==> config.mk <==
export PLATFORM = sky130hd
export DESIGN_NAME = dma_chan_gate
export DESIGN_NICKNAME = d
export VERILOG_FILES = /design/src/rtl/dcg_pkg.sv /design/src/rtl/dcg_en_bank.sv /design/src/rtl/dcg_gate.sv /design/src/rtl/dcg_rd_mux.sv /design/src/rtl/dma_chan_gate.sv
export SDC_FILE = /design/constraint.sdc
export NUM_CORES = 1
export LEC_CHECK = 0
export ABC_AREA = 1
export ABC_CLOCK_PERIOD_IN_PS = 1900
export BUFFER_PORTS_ARGS = -buffer_cell sky130_fd_sc_hd__buf_2
export CORE_AREA = 2 2 117 119
export DETAILED_ROUTE_END_ITERATION = 12
export DIE_AREA = 0 0 119 121
export PLACE_DENSITY = 0.84
export SKIP_CTS_REPAIR_TIMING = 1
export SYNTH_ARGS = -nofsm -noshare
export SYNTH_HDL_FRONTEND = slang
export SYNTH_SLANG_ARGS = --single-unit
==> constraint.sdc <==
create_clock -name clk -period 1.9 [get_ports clk]
set_input_delay 0.285 -clock clk [delete_from_list [all_inputs] [get_ports clk]]
set_output_delay 0.285 -clock clk [all_outputs]
set_load 0.005 [all_outputs]
==> src/rtl/dcg_pkg.sv <==
package dcg_pkg;

    localparam int DCG_NUM_CH  = 32;
    localparam int DCG_ADDR_W  = 8;

    // Which enable word a bus offset selects
    typedef enum logic [1:0] {
        SEL_NONE = 2'd0,
        SEL_REQ  = 2'd1,
        SEL_ERR  = 2'd2
    } dcg_sel_e;

endpackage

==> src/rtl/dcg_en_bank.sv <==
// One bank of per-channel enable bits. It takes a full-word load, a single-channel
// set, a single-channel clear and, optionally, a done-clear. Later assignments in
// the next-value logic win, which gives the priority done > clear > set > word.
module dcg_en_bank #(
    parameter int NUM_CH   = 32,
    parameter int CH_W     = 5,
    parameter bit HAS_DONE = 1'b0
) (
    input  logic              clk,
    input  logic              rst_n,
    input  logic              wr_vld,
    input  logic [NUM_CH-1:0] wr_data,
    input  logic              set_vld,
    input  logic [CH_W-1:0]   set_ch,
    input  logic              clr_vld,
    input  logic [CH_W-1:0]   clr_ch,
    input  logic              done_vld,
    input  logic [CH_W-1:0]   done_ch,
    input  logic              done_flag,
    output logic [NUM_CH-1:0] en_o
);

    typedef struct packed {
        logic [NUM_CH-1:0] en;
    } bank_s;

    bank_s bank_d, bank_q;

    always_comb begin
        bank_d = bank_q;
        if (wr_vld) begin
            bank_d.en = wr_data;
        end
        for (int i = 0; i < NUM_CH; i++) begin
            if (set_vld && (set_ch == CH_W'(i))) begin
                bank_d.en[i] = 1'b1;
            end
            if (clr_vld && (clr_ch == CH_W'(i))) begin
                bank_d.en[i] = 1'b0;
            end
            if (HAS_DONE && done_vld && done_flag && (done_ch == CH_W'(i))) begin
                bank_d.en[i] = 1'b0;
            end
        end
    end

    always_ff @(posedge clk or negedge rst_n) begin
        if (!rst_n) begin
            bank_q <= '0;
        end else begin
            bank_q <= bank_d;
        end
    end

    assign en_o = bank_q.en;

endmodule

==> src/rtl/dcg_gate.sv <==
// Combinational qualification of requests and error indicators.
module dcg_gate #(
    parameter int NUM_CH = 32
) (
    input  logic [NUM_CH-1:0] req_en,
    input  logic [NUM_CH-1:0] err_en,
    input  logic [NUM_CH-1:0] hw_req,
    input  logic [NUM_CH-1:0] sw_req,
    input  logic [NUM_CH-1:0] link_req,
    input  logic [NUM_CH-1:0] err_ind,
    output logic [NUM_CH-1:0] svc_req,
    output logic [NUM_CH-1:0] err_irq
);

    logic [NUM_CH-1:0] hw_ok;
    logic [NUM_CH-1:0] bypass;

    always_comb begin
        hw_ok   = hw_req & req_en;
        bypass  = sw_req | link_req;
        svc_req = hw_ok | bypass;
        err_irq = err_ind & err_en;
    end

endmodule

==> src/rtl/dcg_rd_mux.sv <==
// Bus read path: decodes the offset and returns the selected bank,
// with channel NUM_CH-1 placed in bit 0.
module dcg_rd_mux
    import dcg_pkg::*;
#(
    parameter int                NUM_CH  = 32,
    parameter int                ADDR_W  = 8,
    parameter logic [ADDR_W-1:0] REQ_OFS = 8'h0C,
    parameter logic [ADDR_W-1:0] ERR_OFS = 8'h10
) (
    input  logic [ADDR_W-1:0] addr,
    input  logic [NUM_CH-1:0] req_en,
    input  logic [NUM_CH-1:0] err_en,
    output logic [NUM_CH-1:0] rdata
);

    dcg_sel_e          sel;
    logic [NUM_CH-1:0] chan_word;

    always_comb begin
        if (addr == REQ_OFS) begin
            sel = SEL_REQ;
        end else if (addr == ERR_OFS) begin
            sel = SEL_ERR;
        end else begin
            sel = SEL_NONE;
        end
        case (sel)
            SEL_REQ: chan_word = req_en;
            SEL_ERR: chan_word = err_en;
            default: chan_word = '0;
        endcase
    end

    for (genvar b = 0; b < NUM_CH; b++) begin : g_rev
        assign rdata[b] = chan_word[NUM_CH-1-b];
    end

endmodule

==> src/rtl/dma_chan_gate.sv <==
module dma_chan_gate
    import dcg_pkg::*;
#(
    parameter int                NUM_CH  = DCG_NUM_CH,
    parameter int                CH_W    = (NUM_CH > 1) ? $clog2(NUM_CH) : 1,
    parameter int                ADDR_W  = DCG_ADDR_W,
    parameter logic [ADDR_W-1:0] REQ_OFS = 8'h0C,
    parameter logic [ADDR_W-1:0] ERR_OFS = 8'h10
) (
    input  logic              clk,
    input  logic              rst_n,
    input  logic              bus_wr,
    input  logic [ADDR_W-1:0] bus_addr,
    input  logic [NUM_CH-1:0] bus_wdata,
    output logic [NUM_CH-1:0] bus_rdata,
    input  logic              req_set_vld,
    input  logic [CH_W-1:0]   req_set_ch,
    input  logic              req_clr_vld,
    input  logic [CH_W-1:0]   req_clr_ch,
    input  logic              err_set_vld,
    input  logic [CH_W-1:0]   err_set_ch,
    input  logic              err_clr_vld,
    input  logic [CH_W-1:0]   err_clr_ch,
    input  logic              done_vld,
    input  logic [CH_W-1:0]   done_ch,
    input  logic              done_dis,
    input  logic [NUM_CH-1:0] hw_req_i,
    input  logic [NUM_CH-1:0] sw_req_i,
    input  logic [NUM_CH-1:0] link_req_i,
    input  logic [NUM_CH-1:0] err_ind_i,
    output logic [NUM_CH-1:0] svc_req_o,
    output logic [NUM_CH-1:0] err_irq_o
);

    localparam logic [CH_W-1:0] CH_ZERO = '0;

    logic              wr_req_word;
    logic              wr_err_word;
    logic [NUM_CH-1:0] wr_chan;
    logic [NUM_CH-1:0] req_en_q;
    logic [NUM_CH-1:0] err_en_q;

    assign wr_req_word = bus_wr && (bus_addr == REQ_OFS);
    assign wr_err_word = bus_wr && (bus_addr == ERR_OFS);

    for (genvar b = 0; b < NUM_CH; b++) begin : g_wrev
        assign wr_chan[b] = bus_wdata[NUM_CH-1-b];
    end

    dcg_en_bank #(
        .NUM_CH   (NUM_CH),
        .CH_W     (CH_W),
        .HAS_DONE (1'b1)
    ) req_bank_i (
        .clk       (clk),
        .rst_n     (rst_n),
        .wr_vld    (wr_req_word),
        .wr_data   (wr_chan),
        .set_vld   (req_set_vld),
        .set_ch    (req_set_ch),
        .clr_vld   (req_clr_vld),
        .clr_ch    (req_clr_ch),
        .done_vld  (done_vld),
        .done_ch   (done_ch),
        .done_flag (done_dis),
        .en_o      (req_en_q)
    );

    dcg_en_bank #(
        .NUM_CH   (NUM_CH),
        .CH_W     (CH_W),
        .HAS_DONE (1'b0)
    ) err_bank_i (
        .clk       (clk),
        .rst_n     (rst_n),
        .wr_vld    (wr_err_word),
        .wr_data   (wr_chan),
        .set_vld   (err_set_vld),
        .set_ch    (err_set_ch),
        .clr_vld   (err_clr_vld),
        .clr_ch    (err_clr_ch),
        .done_vld  (1'b0),
        .done_ch   (CH_ZERO),
        .done_flag (1'b0),
        .en_o      (err_en_q)
    );

    dcg_gate #(
        .NUM_CH (NUM_CH)
    ) gate_i (
        .req_en   (req_en_q),
        .err_en   (err_en_q),
        .hw_req   (hw_req_i),
        .sw_req   (sw_req_i),
        .link_req (link_req_i),
        .err_ind  (err_ind_i),
        .svc_req  (svc_req_o),
        .err_irq  (err_irq_o)
    );

    dcg_rd_mux #(
        .NUM_CH  (NUM_CH),
        .ADDR_W  (ADDR_W),
        .REQ_OFS (REQ_OFS),
        .ERR_OFS (ERR_OFS)
    ) rd_mux_i (
        .addr   (bus_addr),
        .req_en (req_en_q),
        .err_en (err_en_q),
        .rdata  (bus_rdata)
    );

endmodule

==> run_results.csv, run 1 <==
group,metric,value,unit
drt,top_layer,"met4",
logic_synthesis,ys_seq_area_share,25.5,%
placement,io_buffers,297,
die,die_h,121,um
global_routing,globalRouteTotalUtil,36.0,%
logic_synthesis,synth_seq_cells,64,
critical_path,r2r_slack,1050,ps
clock_network,cts_max_level,3,
die,die-area,14400,um2
critical_path,cp_max_fo,11,
cells_and_area,num_antenna_cells,0,
clock_network,cts_tree,"yes",
critical_path,reg2reg_depth,4,
critical_path,cp-start-kind,"primary input",
critical_path,crit_path_start,"bus_addr[2]",
clock_network,worstSkewPairLatency,340,ps
cells_and_area,fin_nets,1581,
global_routing,grt_max_degree,51,
hold_path,holdCritStartpoint,"bus_wdata[31]",
clock_network,clock_path_buffers,2,
logic_synthesis,syn_inst,1082,
drt,met1_length,10600,um
placement,pre_cts_ws,291,ps
cells_and_area,layout-drive-gt1-share,27.9,%
drt,wl_met2,12500,um
timing,finalWorstSetupSlack,281,ps
clock_network,clock_sinks,64,
die,rows,42,
logic_synthesis,syn-cell-area,6280,um2
cells_and_area,multi_input_area,3660,um2
logic_synthesis,synthXorXnorAreaFrac,0,%
hold_path,min_path_type,"primary input to flop",
logic_synthesis,synth_fa_ha_area_share,0,%
logic_synthesis,synthSimpleGateAreaFrac,44.8,%
placement,dp_hpwl,21400,um
drt,dr.pass1.iters,6,
drt,dr.first_iter.drc_count,607,
timing,slew_headroom,61.7,%
die,start_util,48.0,%
drt,wire_per_inst,16.8,um
logic_synthesis,synth_top_family_by_area,"simple AND/OR/NAND/NOR gates",
logic_synthesis,synth_mux_area_share,0,%
cells_and_area,area_growth,30.8,%
clock_network,clkTransAtPathRegs,60,ps
critical_path,worstReg2RegStart,"req_bank_i.en_o[4]$_DFFE_PN0P_",
drt,drcViolationCount,0,
die,core,13100,um2
critical_path,crit_end,"bus_rdata[19]",
timing,finClkSkew,0,ps
logic_synthesis,ys_warn_count,0,
clock_network,cts_root_buf,"clkbuf_16",
global_routing,grt-ovfl-total,0,
global_routing,grt_pass1_wl,39600,um
logic_synthesis,synth_cell_types,23,
pwr,power.leakage,5.20,nW
timing,rsz0062_at_grt,"no",
drt,ant_nets,0,
clock_network,cts_buffers,9,
timing,worst_pin_slew,575,ps
critical_path,worstPathRequired,1620,ps
timing,finalSetupViolCount,0,
timing,drv_slew,0,
logic_synthesis,synth.avg_cell_area,5.81,um2
timing,final.min_clock_period,1620,ps
logic_synthesis,synth_compound_area_share,13.4,%
cells_and_area,seq_area,1600,um2
flow_run,max_cap_violations,0,
global_routing,antenna_found_initial,0,
timing,post-route-period-util,85.2,%
critical_path,worst_ep_arrival_time,1330,ps
pwr,powerDensity,652,nW/um2
cells_and_area,final_area,8220,um2
pwr,power,5.36,mW
drt,via_per_inst,5.16,
placement,place_congestion,0.988,
drt,num_vias,8046,
critical_path,end_kind,"output pin",
die,die_w,119,um
placement,place_inst,1543,
timing,tns,0,ps
timing,fmax,618,MHz
pwr,ir_worst_vdd,0.529,mV
global_routing,grt_pass1_vias,7497,
placement,dpl_cell_area,7920,um2
timing,hold_viol,0,
logic_synthesis,syn-num-nets,1284,
cells_and_area,n_fill_cell,1323,
cells_and_area,post_layout_nonfiller_instances,1560,
critical_path,crit_type,"primary input to output pin",
outcome,status,"finished, final reports clean",
critical_path,worst_r2r_endpoint,"req_bank_i.en_o[4]$_DFFE_PN0P_",
die,ios,298,
drt,met3WireLength,2090,um
drt,routed_wirelength,26300,um
[cell usage in the layout, fill, tap and decap left out, drive strengths merged, types with 2 or more instances in the layout]
cell type	n
nor2	138
o21ai	69
nor3	2
a31oi	7
dfrtp	64
inv	215
a21oi	29
a211o	32
a21boi	3
clkbuf	10
nand2	375
buf	311
clkinv	4
nand3	105
nand4	17
[state kept, by name, summed over array words and instances, names as in the netlist]
register / count
err_bank_i.en_o: 32
req_bank_i.en_o: 32
[metal layers]
| metal | GRT usage, % | up-vias |
|---|---|---|
| li1 | - | 3950 |
| met1 | 45.2 | 3577 |
| met2 | 62.0 | 453 |
| met3 | 4.61 | 66 |
| met4 | 16.3 | 0 |
| met5 | 0 | - |
[power breakdown]
part	switching (mW)	internal (mW)
clock	0.719	0.925
sequential	0.422	1.74
combinational	0.920	0.635
[Yosys cell counts]
master    count  area share (%)
dfrtp_1      64              25
a21boi_0      3            0.36
nor2_4        7             1.3
nand3_1      76             6.1
a31oi_1       7            0.70
nor2_2        8            0.80
nand3_4       2            0.56
a211o_1      32             4.5
nor3_1        2            0.16
o21ai_1      19             1.5
nand3_2      27             4.3
nor2_1      123             7.3
nand2_1     370              22
o21ai_0      50             4.0
a22oi_1       1            0.12
buf_6        13             2.3
buf_4         4            0.48
nand2_2       5            0.50
inv_2        10            0.60
nand4_1      17             1.7
buf_2         9            0.72
inv_1       204              12
a21oi_1      29             2.3
[worst max-delay path, cell delays in order]
cell and delay [ps]:
buf_2 100, inv_1 40, nand2_1 100, nor2_1 140, nand2_1 130, buf_4 200, o21ai_0 180, buf_2 140
[cells by family (layout without fill, tap and decap cells)]
family / count (synthesis) / after routing
AND/OR/NAND/NOR: 637 / 637
flip-flops: 64 / 64
buffers and inverters: 240 / 542
AO/OA/AOI/OAI: 141 / 141
[metrics by stage]
stage	hold slack, ps	util (%)
2_1_floorplan	-10.6	-
3_5_place_dp	305	60.6
5_1_grt	341	62.8
6_report	310	62.8
3_3_place_gp	293	60.6
4_1_cts	-53.2	62.7
[area by class of cell]
class                           count  area share (%)
Timing Repair Buffer              312            20.1
Multi-Input combinational cell    778            44.5
Clock inverter                      6           0.533
Clock buffer                       10            2.91
Sequential cell                    64            19.5
Inverter                          214            9.78
Tap cell                          176            2.68
[worst min path at each step]
stage                                      endpoint  slack (ps)  cells after the start
floorplan            err_bank_i.en_o[0]$_DFFE_PN0P_         -10                      0
global placement    req_bank_i.en_o[25]$_DFFE_PN0P_         290                      1
detailed placement   req_bank_i.en_o[9]$_DFFE_PN0P_         300                      1
CTS                 req_bank_i.en_o[11]$_DFFE_PN0P_         -50                      1
global route         err_bank_i.en_o[0]$_DFFE_PN0P_         340                      5
finish               err_bank_i.en_o[0]$_DFFE_PN0P_         310                      5
(Power assumes the default switching activity.)
==> run 2: changes to the inputs <==
- ABC_CLOCK_PERIOD_IN_PS: 1900 -> unset
- CORE_AREA: 2 2 117 119 -> 2 2 114 116
- CTS_CLUSTER_SIZE: unset -> 28
- DIE_AREA: 0 0 119 121 -> 0 0 116 118
- SYNTH_HIERARCHICAL: unset -> 1
==> run_results.csv, run 2 <==
group,metric,value,unit
timing,finClkSkew,0,ps
placement,io_buffers,297,
critical_path,worstPathRequired,1620,ps
critical_path,worst_ep_arrival_time,1320,ps
critical_path,slowest_stage,"buf_12",
timing,slew_headroom,57.8,%
drt,ant_nets,0,
drt,routed_wirelength,23000,um
clock_network,clock_sinks,64,
drt,dr.pass1.iters,7,
die,core,12400,um2
logic_synthesis,syn-num-nets,1241,
placement,place_congestion,0.942,
hold_path,holdCritStartpoint,"bus_wdata[12]",
critical_path,reg2reg_depth,3,
die,die_w,116,um
clock_network,cts_root_buf,"clkbuf_16",
pwr,ir_worst_vdd,0.466,mV
timing,post-route-period-util,84.7,%
cells_and_area,final_area,7730,um2
critical_path,path_cells,"buf_2 > inv_2 > nand2_2 > nor2_8 > buf_12 > nand3_1 > nand2_1 > buf_2",
outcome,status,"finished, final reports clean",
cells_and_area,fin_nets,1528,
cells_and_area,final_util,62.2,%
logic_synthesis,ys_warn_count,6,
logic_synthesis,syn-cell-area,5760,um2
pwr,power,5.39,mW
cells_and_area,n_fill_cell,1316,
clock_network,clock_path_buffers,2,
flow_run,max_cap_violations,0,
drt,drcViolationCount,0,
cells_and_area,area_growth,34.1,%
global_routing,grt_max_degree,65,
clock_network,cts_tree,"yes",
placement,pre_cts_ws,267,ps
die,die_h,118,um
cells_and_area,layout-drive-gt1-share,27.1,%
drt,wire_per_inst,15.3,um
hold_path,hold-path-cell-count,5,
timing,fmax,622,MHz
drt,dr.first_iter.drc_count,621,
timing,tns,0,ps
pwr,power.leakage,4.65,nW
die,ios,298,
critical_path,worstReg2RegStart,"req_bank_i/en_o[15]$_DFFE_PN0P_",
timing,finalSetupViolCount,0,
critical_path,slowest_delay,240,ps
drt,num_vias,7640,
clock_network,cts_max_level,3,
logic_synthesis,synth.avg_cell_area,5.54,um2
timing,finalWorstSetupSlack,291,ps
clock_network,worstSkewPairLatency,330,ps
global_routing,antenna_found_initial,4,
placement,dp_hpwl,18500,um
timing,worst_pin_slew,631,ps
logic_synthesis,syn_inst,1039,
die,die-area,13700,um2
die,start_util,46.4,%
critical_path,end_kind,"output pin",
hold_path,min_path_type,"primary input to flop",
critical_path,cp-start-kind,"primary input",
global_routing,grt_pass1_wl,35400,um
global_routing,grt_pass1_vias,7185,
die,rows,41,
global_routing,globalRouteTotalUtil,33.5,%
critical_path,crit_type,"primary input to output pin",
timing,drv_slew,0,
cells_and_area,multi_input_area,3300,um2
clock_network,clkTransAtPathRegs,50,ps
timing,rsz0062_at_grt,"no",
critical_path,path_common_cell,"buf_2",
placement,dpl_cell_area,7390,um2
timing,hold_viol,0,
pwr,powerDensity,698,nW/um2
clock_network,cts_buffers,9,
global_routing,grt-ovfl-total,0,
critical_path,cp_max_fo,64,
cells_and_area,seq_area,1600,um2
drt,via_per_inst,5.08,
cells_and_area,mostFrequentLayoutCells,"nand2_1, buf_2, nor2_1, inv_1, nand3_1",
critical_path,crit_path_start,"bus_addr[6]",
cells_and_area,layout_commonest_cell,"nand2_1",
timing,final.min_clock_period,1610,ps
## run 2: per-layer routing
metal / up-vias / GRT usage, % / wire length [um]
li1: 3721 / - / -
met1: 3379 / 41.2 / 8750
met2: 457 / 56.2 / 11000
met3: 81 / 5.77 / 1950
met4: 2 / 16.1 / 1250
met5: - / 0 / 13
## run 2: where the power goes
part	leakage, nW	internal, mW	switching, mW
registers	0.788	1.71	0.451
logic	3.71	0.616	0.814
clock network	0.159	1.21	0.591
total	4.65	3.54	1.86
## run 2: final timing paths
path                                                   end  slack [ps]
setup reg to reg           req_bank_i/en_o[15]$_DFFE_PN0P_         910
min in group asynchronous  err_bank_i/en_o[12]$_DFFE_PN0P_         500
hold / removal             err_bank_i/en_o[19]$_DFFE_PN0P_         310
hold reg to reg            err_bank_i/en_o[22]$_DFFE_PN0P_         630
max in group asynchronous  err_bank_i/en_o[21]$_DFFE_PN0P_        1100
setup / recovery                              bus_rdata[0]         290
## run 2: layout make-up
class | count | share of cell area (%)
antenna | 3 | 0.0972
clock buffer | 12 | 3.32
clock inverter | 3 | 0.842
inverter | 164 | 7.97
multi-input combinational | 776 | 42.7
sequential | 64 | 20.7
tap | 172 | 2.79
timing repair buffer | 311 | 21.6
## run 2: critical path: cells and delay by family
kind                   cells  cell delay, ps
buffers and inverters      4             500
and+or+nand+nor            4             470
## run 2: per-stage QoR
stage / instances / hold slack, ps
finish: 1505 / 311
detailed placement: 1486 / 331
floorplan: 1039 / -10.6
CTS: 1501 / -18.2
global route: 1503 / 346
global placement: 1486 / 325
==> run 3: changes to the inputs <==
- ABC_AREA: 1 -> 0
- CORE_AREA: 2 2 114 116 -> unset
- CORE_MARGIN: unset -> 2
- CORE_UTILIZATION: unset -> 47
- DIE_AREA: 0 0 116 118 -> unset
- PLACE_DENSITY: 0.84 -> 0.85
- clock period: 1.9 -> 1.6 ns (I/O delays scaled with it)
==> run_results.csv, run 3 <==
group,metric,value,unit
outcome,status,"finished with violations",
outcome,violations,"negative setup slack",
timing,fmax,530,MHz
hold_path,min_path_type,"primary input to flop",
cells_and_area,final_area,8730,um2
clock_network,clock_path_buffers,2,
cells_and_area,area_growth,51.8,%
drt,ant_nets,0,
pwr,power.internal,4.79,mW
timing,post-route-period-util,118,%
placement,io_buffers,297,
placement,place_congestion,0.978,
pwr,clockPowerShare,30.8,%
critical_path,path_cells,"or4bb_1 > a211oi_2 > buf_2",
placement,dpl_cell_area,7610,um2
clock_network,clock_sinks,64,
global_routing,use_met2,54.6,%
die,core,12000,um2
critical_path,worstPathRequired,1360,ps
timing,drv_slew,0,
placement,dp_hpwl,18800,um
drt,dr.pass1.iters,10,
drt,wire_per_inst,28.1,um
clock_network,worstSkewPairLatency,350,ps
timing,slew_headroom,19.3,%
critical_path,slowest_delay,440,ps
die,die_h,115,um
cells_and_area,n_fill_cell,730,
die,ios,298,
global_routing,grt_pass1_vias,6142,
global_routing,grt_max_degree,58,
drt,dr.first_iter.drc_count,1677,
pwr,power.leakage,3.88,nW
logic_synthesis,syn-num-nets,785,
pwr,swShare,35.1,%
drt,via_per_inst,7.19,
timing,finClkSkew,0,ps
cells_and_area,layout-drive-gt1-share,56.5,%
global_routing,met1_usage,46.9,%
logic_synthesis,ys_warn_count,6,
cells_and_area,layout_commonest_cell,"buf_2",
clock_network,cts_root_buf,"clkbuf_16",
pwr,seq_power_share,34.5,%
critical_path,crit_type,"flop to output pin",
pwr,powerDensity,846,nW/um2
timing,finalWorstSetupSlack,-287,ps
cells_and_area,seq_area,1600,um2
cells_and_area,fin_nets,1111,
die,die-area,13100,um2
pwr,p_comb_share,34.7,%
critical_path,end_kind,"output pin",
drt,routed_wirelength,29800,um
pwr,ir_worst_vdd,0.630,mV
timing,final.min_clock_period,1890,ps
critical_path,r2r_slack,330,ps
flow_run,max_cap_violations,0,
clock_network,cts_buffers,9,
placement,place_inst,1018,
global_routing,grtUsageMet3,10.8,%
timing,hold_viol,0,
clock_network,cts_tree,"yes",
pwr,p_switching,2.59,mW
global_routing,globalRouteTotalUtil,36.3,%
logic_synthesis,syn-cell-area,5750,um2
drt,num_vias,7633,
critical_path,worst_ep_arrival_time,1650,ps
critical_path,slowest_stage,"or4bb_1",
timing,worst_pin_slew,1210,ps
logic_synthesis,syn_inst,583,
clock_network,clkTransAtPathRegs,60,ps
global_routing,grt.busiest_layer,"met2",
pwr,power,7.38,mW
critical_path,cp-start-kind,"flop",
cells_and_area,mostFrequentLayoutCells,"buf_2, dfrtp_1, a221oi_2, nor2b_1, nor2_1",
critical_path,cp_max_fo,3,
die,start_util,48.0,%
timing,finalSetupViolCount,96,
cells_and_area,multi_input_area,4130,um2
global_routing,grt-ovfl-total,0,
timing,rsz0062_at_grt,"yes",
drt,drcViolationCount,0,
global_routing,grt_pass1_wl,35900,um
die,die_w,115,um
global_routing,antenna_found_initial,1,
logic_synthesis,synth.avg_cell_area,9.86,um2
clock_network,cts_max_level,3,
cells_and_area,post_layout_nonfiller_instances,1062,
die,rows,40,
==> run 3: cell type report <==
type / count / share of cell area (%)
Sequential cell: 64 / 18.4
Multi-Input combinational cell: 463 / 47.3
Tap cell: 147 / 2.11
Clock buffer: 14 / 3.14
Timing Repair Buffer: 370 / 28.3
Inverter: 1 / 0.0430
Clock inverter: 2 / 0.688
Antenna cell: 1 / 0.0287
==> run 3: power groups by stage <==
stage | clock (mW) | sequential [mW] | combinational [mW]
6_report | 2.27 | 2.55 | 2.56
5_1_grt | 2.33 | 2.55 | 2.69
4_1_cts | 2.21 | 2.48 | 2.14
3_5_place_dp | 0 | 2.50 | 2.10
3_3_place_gp | 0 | 2.50 | 2.03
2_1_floorplan | 0 | 2.24 | 1.29
==> run 3: metal layers <==
metal	part of all wire (%)	up-vias
met4	8.9	0
met5	0	-
met3	15	275
li1	-	2995
met2	42	919
met1	34	3444
==> run 3: final timing paths <==
kind	startpoint	end	cells after the start
hold / removal	err_clr_ch[2]	err_bank_i/en_o[21]$_DFFE_PN0P_	2
hold reg to reg	req_bank_i/en_o[10]$_DFFE_PN0P_	req_bank_i/en_o[10]$_DFFE_PN0P_	2
min in group asynchronous	rst_n	err_bank_i/en_o[23]$_DFFE_PN0P_	2
setup reg to reg	err_bank_i/en_o[19]$_DFFE_PN0P_	err_bank_i/en_o[19]$_DFFE_PN0P_	4
max in group asynchronous	rst_n	req_bank_i/en_o[21]$_DFFE_PN0P_	3
setup / recovery	err_bank_i/en_o[20]$_DFFE_PN0P_	bus_rdata[11]	3
==> run 3: critical path: cells and delay by family (launching register included) <==
family | cells | cell delay [ps]
buffers and inverters | 1 | 190
DFF | 1 | 400
AOI/OAI and AO/OA | 1 | 270
and+or+nand+nor | 1 | 440
==> run 3: per-stage QoR <==
| stage | setup slack [ps] | hold slack, ps | TNS (ps) | utilization [%] |
|---|---|---|---|---|
| 2_1_floorplan | -173 | -55.6 | -7800 | - |
| 3_3_place_gp | -450 | 202 | -26620 | 63.6 |
| 3_5_place_dp | -491 | 208 | -29190 | 63.6 |
| 4_1_cts | -297 | -145 | -8640 | 66.4 |
| 5_1_grt | -293 | 229 | -12160 | 72.9 |
| 6_report | -287 | 235 | -10840 | 72.9 |
